<file path="src/rtl/tdec_pkg.sv">
package tdec_pkg;

  typedef enum logic [3:0] {
    PK_ASYNC, PK_ISYNC, PK_ATOM, PK_BRANCH, PK_WPUPD, PK_TRIG,
    PK_CTXID, PK_VMID, PK_TSTAMP, PK_EXCRET, PK_IGNORE, PK_RSVD
  } pkt_e;

  typedef enum logic [1:0] {
    EV_NONE = 2'd0, EV_SYNC = 2'd1, EV_BRANCH = 2'd2, EV_ATOM = 2'd3
  } ev_e;

  typedef enum logic [2:0] {
    ST_HUNT, ST_WAITI, ST_IADDR, ST_IINFO, ST_DEC, ST_BADDR, ST_SKIPF, ST_SKIPC
  } st_e;

  // Sort a header byte into its packet class; bit 0 and bit 7 take priority.
  function automatic pkt_e classify(input logic [7:0] b);
    pkt_e k;
    if (b[0])      k = PK_BRANCH;
    else if (b[7]) k = PK_ATOM;
    else begin
      case (b)
        8'h00:        k = PK_ASYNC;
        8'h08:        k = PK_ISYNC;
        8'h0C:        k = PK_TRIG;
        8'h72:        k = PK_WPUPD;
        8'h6E:        k = PK_CTXID;
        8'h3C:        k = PK_VMID;
        8'h42, 8'h46: k = PK_TSTAMP;
        8'h76:        k = PK_EXCRET;
        8'h66:        k = PK_IGNORE;
        default:      k = PK_RSVD;
      endcase
    end
    return k;
  endfunction

endpackage

</file>
<file path="src/rtl/tdec_zero_run.sv">
module tdec_zero_run #(
  parameter int MIN_ZEROS = 5
) (
  input  logic clk,
  input  logic rst,
  input  logic step_i,
  input  logic zero_hit_i,
  output logic run_ok_o
);
  localparam int ZW = $clog2(MIN_ZEROS + 1);

  logic [ZW-1:0] cnt_q;

  always_ff @(posedge clk) begin
    if (rst) begin
      cnt_q <= '0;
    end else if (step_i) begin
      if (!zero_hit_i)                   cnt_q <= '0;
      else if (cnt_q != ZW'(MIN_ZEROS))  cnt_q <= cnt_q + ZW'(1);
    end
  end

  assign run_ok_o = (cnt_q == ZW'(MIN_ZEROS));


  zero_break_chk: assert property (@(posedge clk) disable iff (rst)
    (step_i && !zero_hit_i) |=> !run_ok_o);

endmodule

</file>
<file path="src/rtl/tdec_hdr_class.sv">
module tdec_hdr_class import tdec_pkg::*; #(
  parameter int CTX_BYTES  = 4,
  parameter int VMID_BYTES = 1,
  parameter int TS_MAX     = 9,
  parameter int WP_MAX     = 5,
  parameter int LW         = 4
) (
  input  logic [7:0]    hdr_i,
  output pkt_e          kind_o,
  output logic          fixed_o,
  output logic [LW-1:0] fix_len_o,
  output logic          cont_o,
  output logic [LW-1:0] cont_max_o
);
  always_comb begin
    kind_o     = classify(hdr_i);
    fixed_o    = 1'b0;
    fix_len_o  = '0;
    cont_o     = 1'b0;
    cont_max_o = '0;
    case (kind_o)
      PK_TRIG, PK_EXCRET, PK_IGNORE: fixed_o = 1'b1;
      PK_CTXID:  begin fixed_o = 1'b1; fix_len_o  = LW'(CTX_BYTES);  end
      PK_VMID:   begin fixed_o = 1'b1; fix_len_o  = LW'(VMID_BYTES); end
      PK_TSTAMP: begin cont_o  = 1'b1; cont_max_o = LW'(TS_MAX);     end
      PK_WPUPD:  begin cont_o  = 1'b1; cont_max_o = LW'(WP_MAX);     end
      default: ;
    endcase
  end
endmodule

</file>
<file path="src/rtl/tdec_addr_merge.sv">
module tdec_addr_merge #(
  parameter int AW = 32,
  parameter int NB = 5,
  parameter int IW = 3
) (
  input  logic [AW-1:0] base_i,
  input  logic [7:0]    byte_i,
  input  logic [IW-1:0] idx_i,
  output logic [AW-1:0] addr_o,
  output logic          more_o,
  output logic          bad_o
);
  // Lane L carries address bits 7L..7L+6 in byte bits 0..6.
  assign addr_o[0] = 1'b0;
  for (genvar b = 1; b < AW; b++) begin : g_bit
    assign addr_o[b] = (idx_i == IW'(b / 7)) ? byte_i[b % 7] : base_i[b];
  end

  assign more_o = byte_i[7];
  assign bad_o  = byte_i[7] && (idx_i == IW'(NB - 1));
endmodule

</file>
<file path="src/rtl/trace_flow_decoder.sv">
module trace_flow_decoder import tdec_pkg::*; #(
  parameter int AW         = 32,
  parameter int MIN_ZEROS  = 5,
  parameter int BR_BYTES   = 5,
  parameter int CTX_BYTES  = 4,
  parameter int VMID_BYTES = 1,
  parameter int TS_MAX     = 9,
  parameter int WP_MAX     = 5
) (
  input  logic          clk,
  input  logic          rst,
  input  logic          in_valid_i,
  input  logic [7:0]    in_data_i,
  output logic          in_ready_o,
  output logic          ev_valid_o,
  output logic [1:0]    ev_kind_o,
  output logic          ev_taken_o,
  output logic [AW-1:0] ev_addr_o,
  output logic          synced_o
);
  localparam int IS_BYTES = AW / 8;
  localparam int CNT_W    = $clog2(TS_MAX + CTX_BYTES + IS_BYTES + BR_BYTES + 1);
  localparam int IW       = $clog2(BR_BYTES);

  st_e             st_q, st_d;
  logic [AW-1:0]   cur_q, cur_d;
  logic [CNT_W-1:0] cnt_q, cnt_d, lim_q, lim_d;
  logic            lock_q, lock_d;
  logic            ev_v_q, ev_v_d, ev_t_q, ev_t_d;
  ev_e             ev_k_q, ev_k_d;
  logic [AW-1:0]   ev_a_q, ev_a_d;

  logic            zero_hit, run_ok;
  pkt_e            hdr_kind;
  logic            hdr_fixed, hdr_cont;
  logic [CNT_W-1:0] hdr_len, hdr_max;
  logic [IW-1:0]   m_idx;
  logic [AW-1:0]   m_addr;
  logic            m_more, m_bad;

  assign zero_hit = (in_data_i == 8'h00) &&
                    (st_q == ST_HUNT || st_q == ST_WAITI || st_q == ST_DEC);

  tdec_zero_run #(.MIN_ZEROS(MIN_ZEROS)) u_zero_run (
    .clk(clk), .rst(rst), .step_i(in_valid_i), .zero_hit_i(zero_hit),
    .run_ok_o(run_ok)
  );

  tdec_hdr_class #(
    .CTX_BYTES(CTX_BYTES), .VMID_BYTES(VMID_BYTES),
    .TS_MAX(TS_MAX), .WP_MAX(WP_MAX), .LW(CNT_W)
  ) u_hdr_class (
    .hdr_i(in_data_i), .kind_o(hdr_kind), .fixed_o(hdr_fixed),
    .fix_len_o(hdr_len), .cont_o(hdr_cont), .cont_max_o(hdr_max)
  );

  assign m_idx = (st_q == ST_DEC) ? '0 : IW'(cnt_q);

  tdec_addr_merge #(.AW(AW), .NB(BR_BYTES), .IW(IW)) u_addr_merge (
    .base_i(cur_q), .byte_i(in_data_i), .idx_i(m_idx),
    .addr_o(m_addr), .more_o(m_more), .bad_o(m_bad)
  );

  always_comb begin
    st_d   = st_q;
    cur_d  = cur_q;
    cnt_d  = cnt_q;
    lim_d  = lim_q;
    ev_v_d = 1'b0;
    ev_k_d = EV_NONE;
    ev_t_d = 1'b0;
    ev_a_d = ev_a_q;
    if (in_valid_i) begin
      case (st_q)
        ST_HUNT: if (in_data_i == 8'h80 && run_ok) st_d = ST_WAITI;
        ST_WAITI: begin
          if (in_data_i == 8'h08) begin
            st_d  = ST_IADDR;
            cnt_d = '0;
          end else begin
            st_d = ST_HUNT;
          end
        end
        ST_IADDR: begin
          for (int i = 0; i < IS_BYTES; i++)
            if (cnt_q == CNT_W'(i)) cur_d[8*i +: 8] = in_data_i;
          if (cnt_q == CNT_W'(IS_BYTES - 1)) st_d = ST_IINFO;
          else                               cnt_d = cnt_q + CNT_W'(1);
        end
        ST_IINFO: begin
          st_d   = ST_DEC;
          ev_v_d = 1'b1;
          ev_k_d = EV_SYNC;
          ev_a_d = cur_q;
        end
        ST_DEC: begin
          case (hdr_kind)
            PK_BRANCH: begin
              cur_d = m_addr;
              if (m_more) begin
                st_d  = ST_BADDR;
                cnt_d = CNT_W'(1);
              end else begin
                ev_v_d = 1'b1; ev_k_d = EV_BRANCH; ev_t_d = 1'b1; ev_a_d = m_addr;
              end
            end
            PK_ATOM: begin
              ev_v_d = 1'b1; ev_k_d = EV_ATOM; ev_t_d = in_data_i[1]; ev_a_d = cur_q;
            end
            PK_ISYNC: begin
              st_d  = ST_IADDR;
              cnt_d = '0;
            end
            PK_ASYNC, PK_RSVD: st_d = ST_HUNT;
            default: begin
              if (hdr_cont) begin
                st_d  = ST_SKIPC;
                cnt_d = '0;
                lim_d = hdr_max;
              end else if (hdr_fixed && hdr_len != '0) begin
                st_d  = ST_SKIPF;
                cnt_d = hdr_len;
              end
            end
          endcase
        end
        ST_BADDR: begin
          if (m_bad) begin
            st_d = ST_HUNT;
          end else begin
            cur_d = m_addr;
            if (m_more) begin
              cnt_d = cnt_q + CNT_W'(1);
            end else begin
              st_d   = ST_DEC;
              ev_v_d = 1'b1; ev_k_d = EV_BRANCH; ev_t_d = 1'b1; ev_a_d = m_addr;
            end
          end
        end
        ST_SKIPF: begin
          cnt_d = cnt_q - CNT_W'(1);
          if (cnt_q == CNT_W'(1)) st_d = ST_DEC;
        end
        ST_SKIPC: begin
          if (!in_data_i[7])                   st_d = ST_DEC;
          else if (cnt_q == lim_q - CNT_W'(1)) st_d = ST_HUNT;
          else                                 cnt_d = cnt_q + CNT_W'(1);
        end
        default: st_d = ST_HUNT;
      endcase
    end
    lock_d = lock_q;
    if (in_valid_i && st_q == ST_IINFO) lock_d = 1'b1;
    if (st_d == ST_HUNT)                lock_d = 1'b0;
  end

  always_ff @(posedge clk) begin
    if (rst) begin
      st_q   <= ST_HUNT;
      cur_q  <= '0;
      cnt_q  <= '0;
      lim_q  <= '0;
      lock_q <= 1'b0;
      ev_v_q <= 1'b0;
      ev_k_q <= EV_NONE;
      ev_t_q <= 1'b0;
      ev_a_q <= '0;
    end else begin
      st_q   <= st_d;
      cur_q  <= cur_d;
      cnt_q  <= cnt_d;
      lim_q  <= lim_d;
      lock_q <= lock_d;
      ev_v_q <= ev_v_d;
      ev_k_q <= ev_k_d;
      ev_t_q <= ev_t_d;
      ev_a_q <= ev_a_d;
    end
  end

  assign in_ready_o = 1'b1;
  assign ev_valid_o = ev_v_q;
  assign ev_kind_o  = ev_k_q;
  assign ev_taken_o = ev_t_q;
  assign ev_addr_o  = ev_a_q;
  assign synced_o   = lock_q;


  ev_when_locked_chk: assert property (@(posedge clk) disable iff (rst)
    ev_valid_o |-> synced_o);


  lock_on_sync_chk: assert property (@(posedge clk) disable iff (rst)
    $rose(synced_o) |-> (ev_valid_o && ev_kind_o == EV_SYNC));


  atom_keeps_addr_chk: assert property (@(posedge clk) disable iff (rst)
    (ev_valid_o && ev_kind_o == EV_ATOM) |-> (ev_addr_o == $past(cur_q)));


  branch_taken_chk: assert property (@(posedge clk) disable iff (rst)
    (ev_valid_o && ev_kind_o == EV_BRANCH) |-> ev_taken_o);


  addr_overrun_chk: assert property (@(posedge clk) disable iff (rst)
    (in_valid_i && st_q == ST_BADDR && cnt_q == CNT_W'(BR_BYTES - 1) && in_data_i[7])
    |=> (!synced_o && !ev_valid_o));


  rsvd_drop_chk: assert property (@(posedge clk) disable iff (rst)
    (in_valid_i && st_q == ST_DEC && hdr_kind == PK_RSVD) |=> (!synced_o && !ev_valid_o));


  idle_hold_chk: assert property (@(posedge clk) disable iff (rst)
    !in_valid_i |=> ($stable(st_q) && $stable(cur_q) && !ev_valid_o));

endmodule

</file>
<file path="config.mk">
export PLATFORM = sky130hd
export DESIGN_NAME = trace_flow_decoder
export DESIGN_NICKNAME = d
export VERILOG_FILES = /design/src/rtl/tdec_pkg.sv /design/src/rtl/tdec_zero_run.sv /design/src/rtl/tdec_hdr_class.sv /design/src/rtl/tdec_addr_merge.sv /design/src/rtl/trace_flow_decoder.sv
export SDC_FILE = /design/constraint.sdc
export NUM_CORES = 1
export LEC_CHECK = 0
export ABC_CLOCK_PERIOD_IN_PS = 6650
export BUFFER_PORTS_ARGS = -buffer_cell sky130_fd_sc_hd__buf_2
export CAP_MARGIN = 20
export CORE_MARGIN = 2
export CORE_UTILIZATION = 64
export DETAILED_ROUTE_END_ITERATION = 7
export PLACE_DENSITY = 0.95
export SKIP_LAST_GASP = 1
export SLEW_MARGIN = 40
export SYNTH_ARGS = -nofsm -noshare
export SYNTH_HDL_FRONTEND = slang
export SYNTH_SLANG_ARGS = --single-unit
</file>
<file path="constraint.sdc">
create_clock -name clk -period 6.65 [get_ports clk]
set_clock_uncertainty 0.1 [all_clocks]
set_input_delay 1.6625 -clock clk [delete_from_list [all_inputs] [get_ports clk]]
set_output_delay 1.6625 -clock clk [all_outputs]
set_load 0.01 [all_outputs]
</file>
==> results of run 1 <==
## final cells by class
cell class,count,area share
multi-input cells,457,0.555
flip-flops and latches,83,0.322
repair buffers,49,0.0490
clock buffers,10,0.0267
well taps,99,0.0240
clock inverters,6,0.0133
inverters,13,0.00947
## through the flow
| step | utilization | cells | setup slack, ns | power, uW |
|---|---|---|---|---|
| 3_5_place_dp | 0.681 | 701 | 2.37 | 582 |
| 3_3_place_gp | 0.679 | 701 | 2.27 | 580 |
| 5_1_grt | 0.711 | 717 | 2.45 | 990 |
| 6_report | 0.711 | 717 | 2.60 | 968 |
| 4_1_cts | 0.710 | 717 | 2.77 | 960 |
| 2_1_floorplan | - | 608 | 2.95 | 565 |
## where the power goes
part	internal (uW)	total (uW)	switching [uW]	leakage [uW]
clock	187	393	206	0.000104
sequential	497	498	0.556	0.000668
combinational	23.2	77.5	54.3	0.00125
## registers in the layout, indices dropped and copies added (netlist names)
name	flops
ev_taken_o	1
cnt_q	5
cur_q	32
u_zero_run.cnt_q	3
ev_addr_o	32
synced_o	1
ev_kind_o	2
lim_q	3
st_q	3
ev_valid_o	1
## tightest hold or removal path, stage by stage (launching register included)
cell     delay, ns
dfxtp_1       0.33
nand2_1       0.05
nand2_1       0.04
## cell families (layout without fill, tap and decap cells)
logic type	count (synthesis)	after routing	synth area share
xor+xnor	5	5	0.00918
flops	83	83	0.348
fa+ha+maj	8	8	0.0210
simple gates	226	226	0.211
buf+inv	68	78	0.0577
other cells	1	1	0.000786
compound gates	211	211	0.339
mux	6	6	0.0126
## worst max path at each step
stage	cells past startpoint	to	from	slack, ns
final	8	ev_addr_o[14]$_SDFFE_PP0P_	in_data_i[7]	2.60
after detailed placement	8	ev_addr_o[11]$_SDFFE_PP0P_	in_data_i[7]	2.37
after global routing	8	ev_addr_o[14]$_SDFFE_PP0P_	in_data_i[7]	2.45
after global placement	8	ev_addr_o[8]$_SDFFE_PP0P_	in_data_i[7]	2.27
after CTS	8	ev_addr_o[9]$_SDFFE_PP0P_	in_data_i[7]	2.77
after floorplan	7	cnt_q[3]$_SDFFE_PP0P_	in_data_i[4]	2.95
## cell usage in the layout (no fill, tap or decap), types with 12 or more instances in the layout
cell type and count:
dfxtp_1 83, o22ai_1 25, buf_2 46, a211oi_1 28, nor2_1 72, a21oi_1 20
nand2_1 93, o221ai_1 32, nor3_1 12, a2bb2oi_1 31
## layer usage
metal / up-vias / part of all wire / global-route usage
met2: 365 / 0.45 / 0.527
met3: 67 / 0.13 / 0.0918
met5: - / 0 / 0
li1: 2273 / - / -
met4: 0 / 0.033 / 0.145
met1: 2341 / 0.39 / 0.452
==> out/metrics.csv, run 1 <==
stage,metric,value,unit
routing,viasPerCell,7.04,
placement,portBuffers,47,
synth,synth_edf_count,0,
setup_path,startpoint_type,input pin,
synth,synth_top_area_frac,0.348,
synth,synth.distinct_cells,67,
routing,drt_first_pass_iters,7,
timing,worst-slew-pin-transition,0.790,ns
timing,finalHoldViolCount,0,
floorplanning,start_util,0.658,
floorplanning,row_count,31,
clocking,holdBufCountCts,0,
setup_path,crit_fanout,38,
placement,hpwl,8980,um
global_routing,grt_max_degree,43,
timing,fin_setup_tns,0,ns
synth,synth_most_common_cell,nand2_1,
layout,fillers,572,
global_routing,antenna_found_initial,0,
timing,holdWs,0.360,ns
timing,finalSetupViolations,0,
synth,yosys-top-cells-count,"nand2_1 (93), dfxtp_1 (83), nor2_1 (75)",
clocking,numCtsBuffers,9,
floorplanning,die_y,90.3,um
floorplanning,die_w,90.3,um
floorplanning,core,7250,um2
routing,wl,13800,um
timing,rsz0062_at_grt,no,
global_routing,grt_overflow,0,
setup_path,r2r-end,cur_q[6]$_SDFFE_PP0P_,
routing,drt_iter0_drc,963,
synth,avgSynthCellArea,7.84,um2
timing,final-max-slew-violation-count,0,
setup_path,r2r.worst_path.cells,7,
timing,fin_crit_sh,0.609,
global_routing,grt_pass1_wl,22700,um
hold_path,whs_endpoint,ev_addr_o[26]$_SDFFE_PP0P_,
synth,synth_flop_cell,dfxtp_1,
hold_path,min_path_cells,2,
synth,seq_area_frac_synth,0.348,
synth,synth.area.top_cells,"dfxtp_1 (35%), nand2_1 (7.3%), nor2_1 (5.9%), o221ai_1 (5.9%), a2bb2oi_1 (5.7%)",
setup_path,cp-end-kind,register,
clocking,cts_setup_buffers,0,
hold_path,hp-class,register to register,
outcome,status,completed,
synth,synth_largest_area_cell,dfxtp_1,
routing,via_count,5046,
placement,placedInstanceArea,4940,um2
power_and_ir_drop,power_density,188,nW/um2
layout,finish.instance_area,5150,um2
synth,synth_nets,627,
clocking,cts_tree,built,
setup_path,crit_type,input pin to register,
clocking,htreeDepth,3,
clocking,cts_buffer_depth,2,
synth,synth_area,4770,um2
floorplanning,ios,49,
setup_path,crit_slowest_cell,nor4_1,
setup_path,critPathTopFamily,buffers and inverters,
setup_path,slowest_delay,0.54,ns
hold_path,hold_start,ev_addr_o[26]$_SDFFE_PP0P_,
layout,multiInputGateArea,2860,um2
routing,wl_per_cell,19.3,um
synth,async_flop_share,0,
synth,synth-seq-cells,83,
routing,drcViolationCount,0,
layout,seqCellArea,1660,um2
floorplanning,die-area,8160,um2
setup_path,rrSetupSlack,3.40,ns
setup_path,cp.buffers_inverters,3,
layout,num-nets-final,632,
layout,n_antenna_cell,0,
setup_path,critPathRequiredTime,6.82,ns
power_and_ir_drop,ir_worst_vdd,0.000120,V
synth,synth_warnings,0,
timing,fin_crit,4.05,ns
global_routing,grt_pass1_vias,4583,
layout,syn_to_final_growth,8.08,%
placement,gp_congestion,0.938,
setup_path,cp_cell_sequence,buf_2 > inv_2 > nor4_1 > nand2b_1 > buf_4 > nor2_1 > o221ai_1 > nand2_1,
global_routing,track_usage,0.341,
layout,drive_above_1_share,0.146,
setup_path,worstPathArrival,4.22,ns
routing,ant_nets,0,
clocking,cts.sinks,83,
setup_path,rr_startpoint,st_q[1]$_SDFF_PP0_,
clocking,clk-insertion-delay-late,0.37,ns
clocking,ctsResizeCount,0,
timing,clock.fmax,0.247,GHz
timing,relSlewSlack,0.471,
power_and_ir_drop,leakage,0.00202,uW
clocking,clk_pin_slew,0.10,ns
synth,postSynthCellCount,608,
clocking,cts-root-buf,clkbuf_8,
job,maxCapViolCount,0,
(Power assumes the default switching activity.)
==> inputs of run 2 (changes only) <==
- ABC_AREA: default -> 1
- ABC_CLOCK_PERIOD_IN_PS: 6650 -> 4200
- CORE_UTILIZATION: 64 -> 60
- PLACE_DENSITY: 0.95 -> 0.89
- clock period: 6.65 -> 4.2 ns (I/O delays scaled with it)
==> out/metrics.csv, run 2 <==
stage,metric,value,unit,change
layout,fillers,790,,+38%
global_routing,grt_max_degree,67,,+56%
timing,finalSetupViolations,0,,unchanged
clocking,numCtsBuffers,9,,unchanged
setup_path,r2r.worst_path.cells,12,,+5
floorplanning,row_count,34,,+9.7%
synth,synth.distinct_cells,45,,-33%
layout,postLayoutCoreUtil,0.658,,-0.0529
layout,finish.instance_area,5650,um2,+9.7%
synth,synth.area.top_cells,"dfxtp_1 (32%), o21ai_0 (14%), nand2_1 (11%), a21oi_1 (9.1%), inv_1 (5.5%)",,
synth,synth_edf_count,0,,unchanged
placement,place_inst,917,,+31%
global_routing,grt_pass1_vias,5307,,+16%
timing,clock.fmax,0.298,GHz,
layout,final_common_cell,nand2_1,,
setup_path,critPathTopFamily,buffers and inverters,,
setup_path,crit_slowest_cell,dfxtp_1,,
synth,synth_warnings,0,,unchanged
layout,multiInputGateArea,3060,um2,+7.0%
setup_path,worstPathArrival,3.51,ns,-0.71 ns
timing,rsz0062_at_grt,no,,
placement,gp_congestion,0.923,,-1.6%
synth,seq_area_frac_synth,0.316,,-0.0326
synth,yosys-top-cells-count,"nand2_1 (156), o21ai_0 (152), a21oi_1 (96)",,
layout,drive_above_1_share,0.144,,-0.00139
clocking,cts.sinks,83,,unchanged
setup_path,rrSetupSlack,0.85,ns,-2.55 ns
outcome,status,completed,,
setup_path,critPathRequiredTime,4.36,ns,-2.46 ns
clocking,cts-root-buf,clkbuf_8,,
clocking,cts_setup_buffers,0,,unchanged
floorplanning,start_util,0.612,,-0.0453
setup_path,crit_type,register to register,,
power_and_ir_drop,ir_worst_vdd,0.000158,V,+31%
synth,synth-seq-cells,83,,unchanged
routing,via_count,5713,,+13%
power_and_ir_drop,power_density,261,nW/um2,+39%
global_routing,track_usage,0.322,,-0.0187
hold_path,whs_endpoint,u_zero_run.cnt_q[2]$_SDFFE_PP0P_,,
timing,fin_setup_tns,0,ns,unchanged
setup_path,worst_path_most_repeated_cell,inv_2,,
hold_path,hp-class,register to register,,
placement,portBuffers,47,,unchanged
clocking,htreeDepth,3,,unchanged
synth,synth_top_area_frac,0.316,,-0.0326
global_routing,grt_overflow,0,,unchanged
setup_path,startpoint_type,register,,
timing,finalHoldViolCount,0,,unchanged
timing,fin_crit,3.35,ns,
timing,worst-slew-pin-transition,0.691,ns,-0.0989 ns
routing,wl_per_cell,16.6,um,-14%
timing,fin_crit_sh,0.799,,
setup_path,rr_startpoint,st_q[2]$_SDFF_PP0_,,
clocking,holdBufCountCts,0,,unchanged
floorplanning,die-area,9530,um2,+17%
synth,synth_nets,823,,+31%
routing,ant_nets,0,,unchanged
clocking,clk_pin_slew,0.10,ns,about the same
layout,seqCellArea,1660,um2,unchanged
synth,synth_most_common_cell,nand2_1,,
setup_path,crit_fanout,40,,+5.3%
synth,async_flop_share,0,,unchanged
setup_path,cp.buffers_inverters,4,,+1
clocking,clk-insertion-delay-late,0.37,ns,about the same
setup_path,cp-end-kind,register,,
hold_path,min_path_cells,1,,-1
setup_path,slowest_delay,0.51,ns,-0.03 ns
hold_path,hold_start,u_zero_run.cnt_q[2]$_SDFFE_PP0P_,,
layout,syn_to_final_growth,7.44,%,
layout,final_cell_mix,"nand2_1 (156), o21ai_0 (152), a21oi_1 (96)",,
synth,synth_largest_area_cell,dfxtp_1,,
synth,postSynthCellCount,804,,+32%
synth,synth_flop_cell,dfxtp_1,,
floorplanning,core,8590,um2,+18%
power_and_ir_drop,leakage,0.00251,uW,+24%
floorplanning,die_w,97.6,um,+8.1%
job,maxCapViolCount,0,,unchanged
routing,viasPerCell,6.12,,-13%
global_routing,grt_pass1_wl,25300,um,+12%
routing,drt_first_pass_iters,8,,+1
layout,num-nets-final,839,,+33%
routing,drcViolationCount,0,,unchanged
clocking,cts_buffer_depth,2,,unchanged
layout,fin_cells,934,,+30%
floorplanning,ios,49,,unchanged
setup_path,cp_cell_sequence,nand2_2 > nor2_4 > inv_2 > nand2_2 > inv_2 > nand2_1 > nand3_2 > buf_4 > inv_2 > o21ai_0 > a221oi_1 > nor2_1,,
routing,drt_iter0_drc,436,,-55%
synth,synth_area,5260,um2,+10%
synth,avgSynthCellArea,6.54,um2,-17%
routing,wl,15500,um,+12%
floorplanning,die_y,97.6,um,+8.1%
setup_path,r2r-end,ev_addr_o[26]$_SDFFE_PP0P_,,
clocking,ctsResizeCount,0,,unchanged
global_routing,antenna_found_initial,1,,+1
placement,hpwl,11000,um,+22%
timing,final-max-slew-violation-count,0,,unchanged
placement,placedInstanceArea,5460,um2,+10%
timing,relSlewSlack,0.537,,+0.0662
clocking,cts_tree,built,,
-- run 2: area by class of cell --
type | instances | area share
timing repair buffer | 51 | 0.0469
sequential | 83 | 0.294
clock buffer | 9 | 0.0219
antenna | 1 | 0.000443
clock inverter | 7 | 0.0126
inverter | 88 | 0.0589
tap | 108 | 0.0239
multi-input combinational | 587 | 0.541
-- run 2: where the power goes --
part / internal (uW) / switching [uW] / leakage [uW] / total (uW)
Sequential: 787 / 1.24 / 0.000668 / 788
Combinational: 24.7 / 81.4 / 0.00175 / 106
Clock: 231 / 351 / 0.0000927 / 583
Total: 1040 / 434 / 0.00251 / 1480
-- run 2: cell families after synthesis --
kind of cell	synth area share
AOI/OAI and AO/OA	0.300
adders and majority gates	0.0190
xor gates and xnor gates	0.0117
muxes	0.0133
and+or+nand+nor	0.237
DFF	0.316
other	0.000713
buffers and inverters	0.102
-- run 2: metal layers --
layer  GRT usage  wire [um]  up-vias
met4       0.146        579        0
met3      0.0612       1450       52
met5           0          0        -
li1            -          -     2736
met2       0.522       7260      283
met1       0.417       6220     2642
-- run 2: per-stage QoR --
stage	setup slack [ns]	hold WS, ns	total power (uW)
after floorplan	1.56	0.322	875
after global placement	1.05	0.340	908
after detailed placement	0.888	0.345	909
after CTS	0.891	0.362	1470
after global routing	0.637	0.400	1520
final	0.845	0.361	1480
-- run 2: how the worst max path moves through the flow --
stage | slack (ns) | depth (start not counted) | endpoint | start
floorplan | 1.56 | 18 | synced_o$_SDFFE_PP0P_ | in_data_i[3]
global placement | 1.05 | 12 | ev_addr_o[26]$_SDFFE_PP0P_ | st_q[2]$_SDFF_PP0_
detailed placement | 0.89 | 12 | ev_addr_o[26]$_SDFFE_PP0P_ | st_q[2]$_SDFF_PP0_
CTS | 0.89 | 12 | ev_addr_o[26]$_SDFFE_PP0P_ | st_q[2]$_SDFF_PP0_
global route | 0.64 | 12 | ev_addr_o[26]$_SDFFE_PP0P_ | st_q[2]$_SDFF_PP0_
finish | 0.85 | 12 | ev_addr_o[26]$_SDFFE_PP0P_ | st_q[2]$_SDFF_PP0_
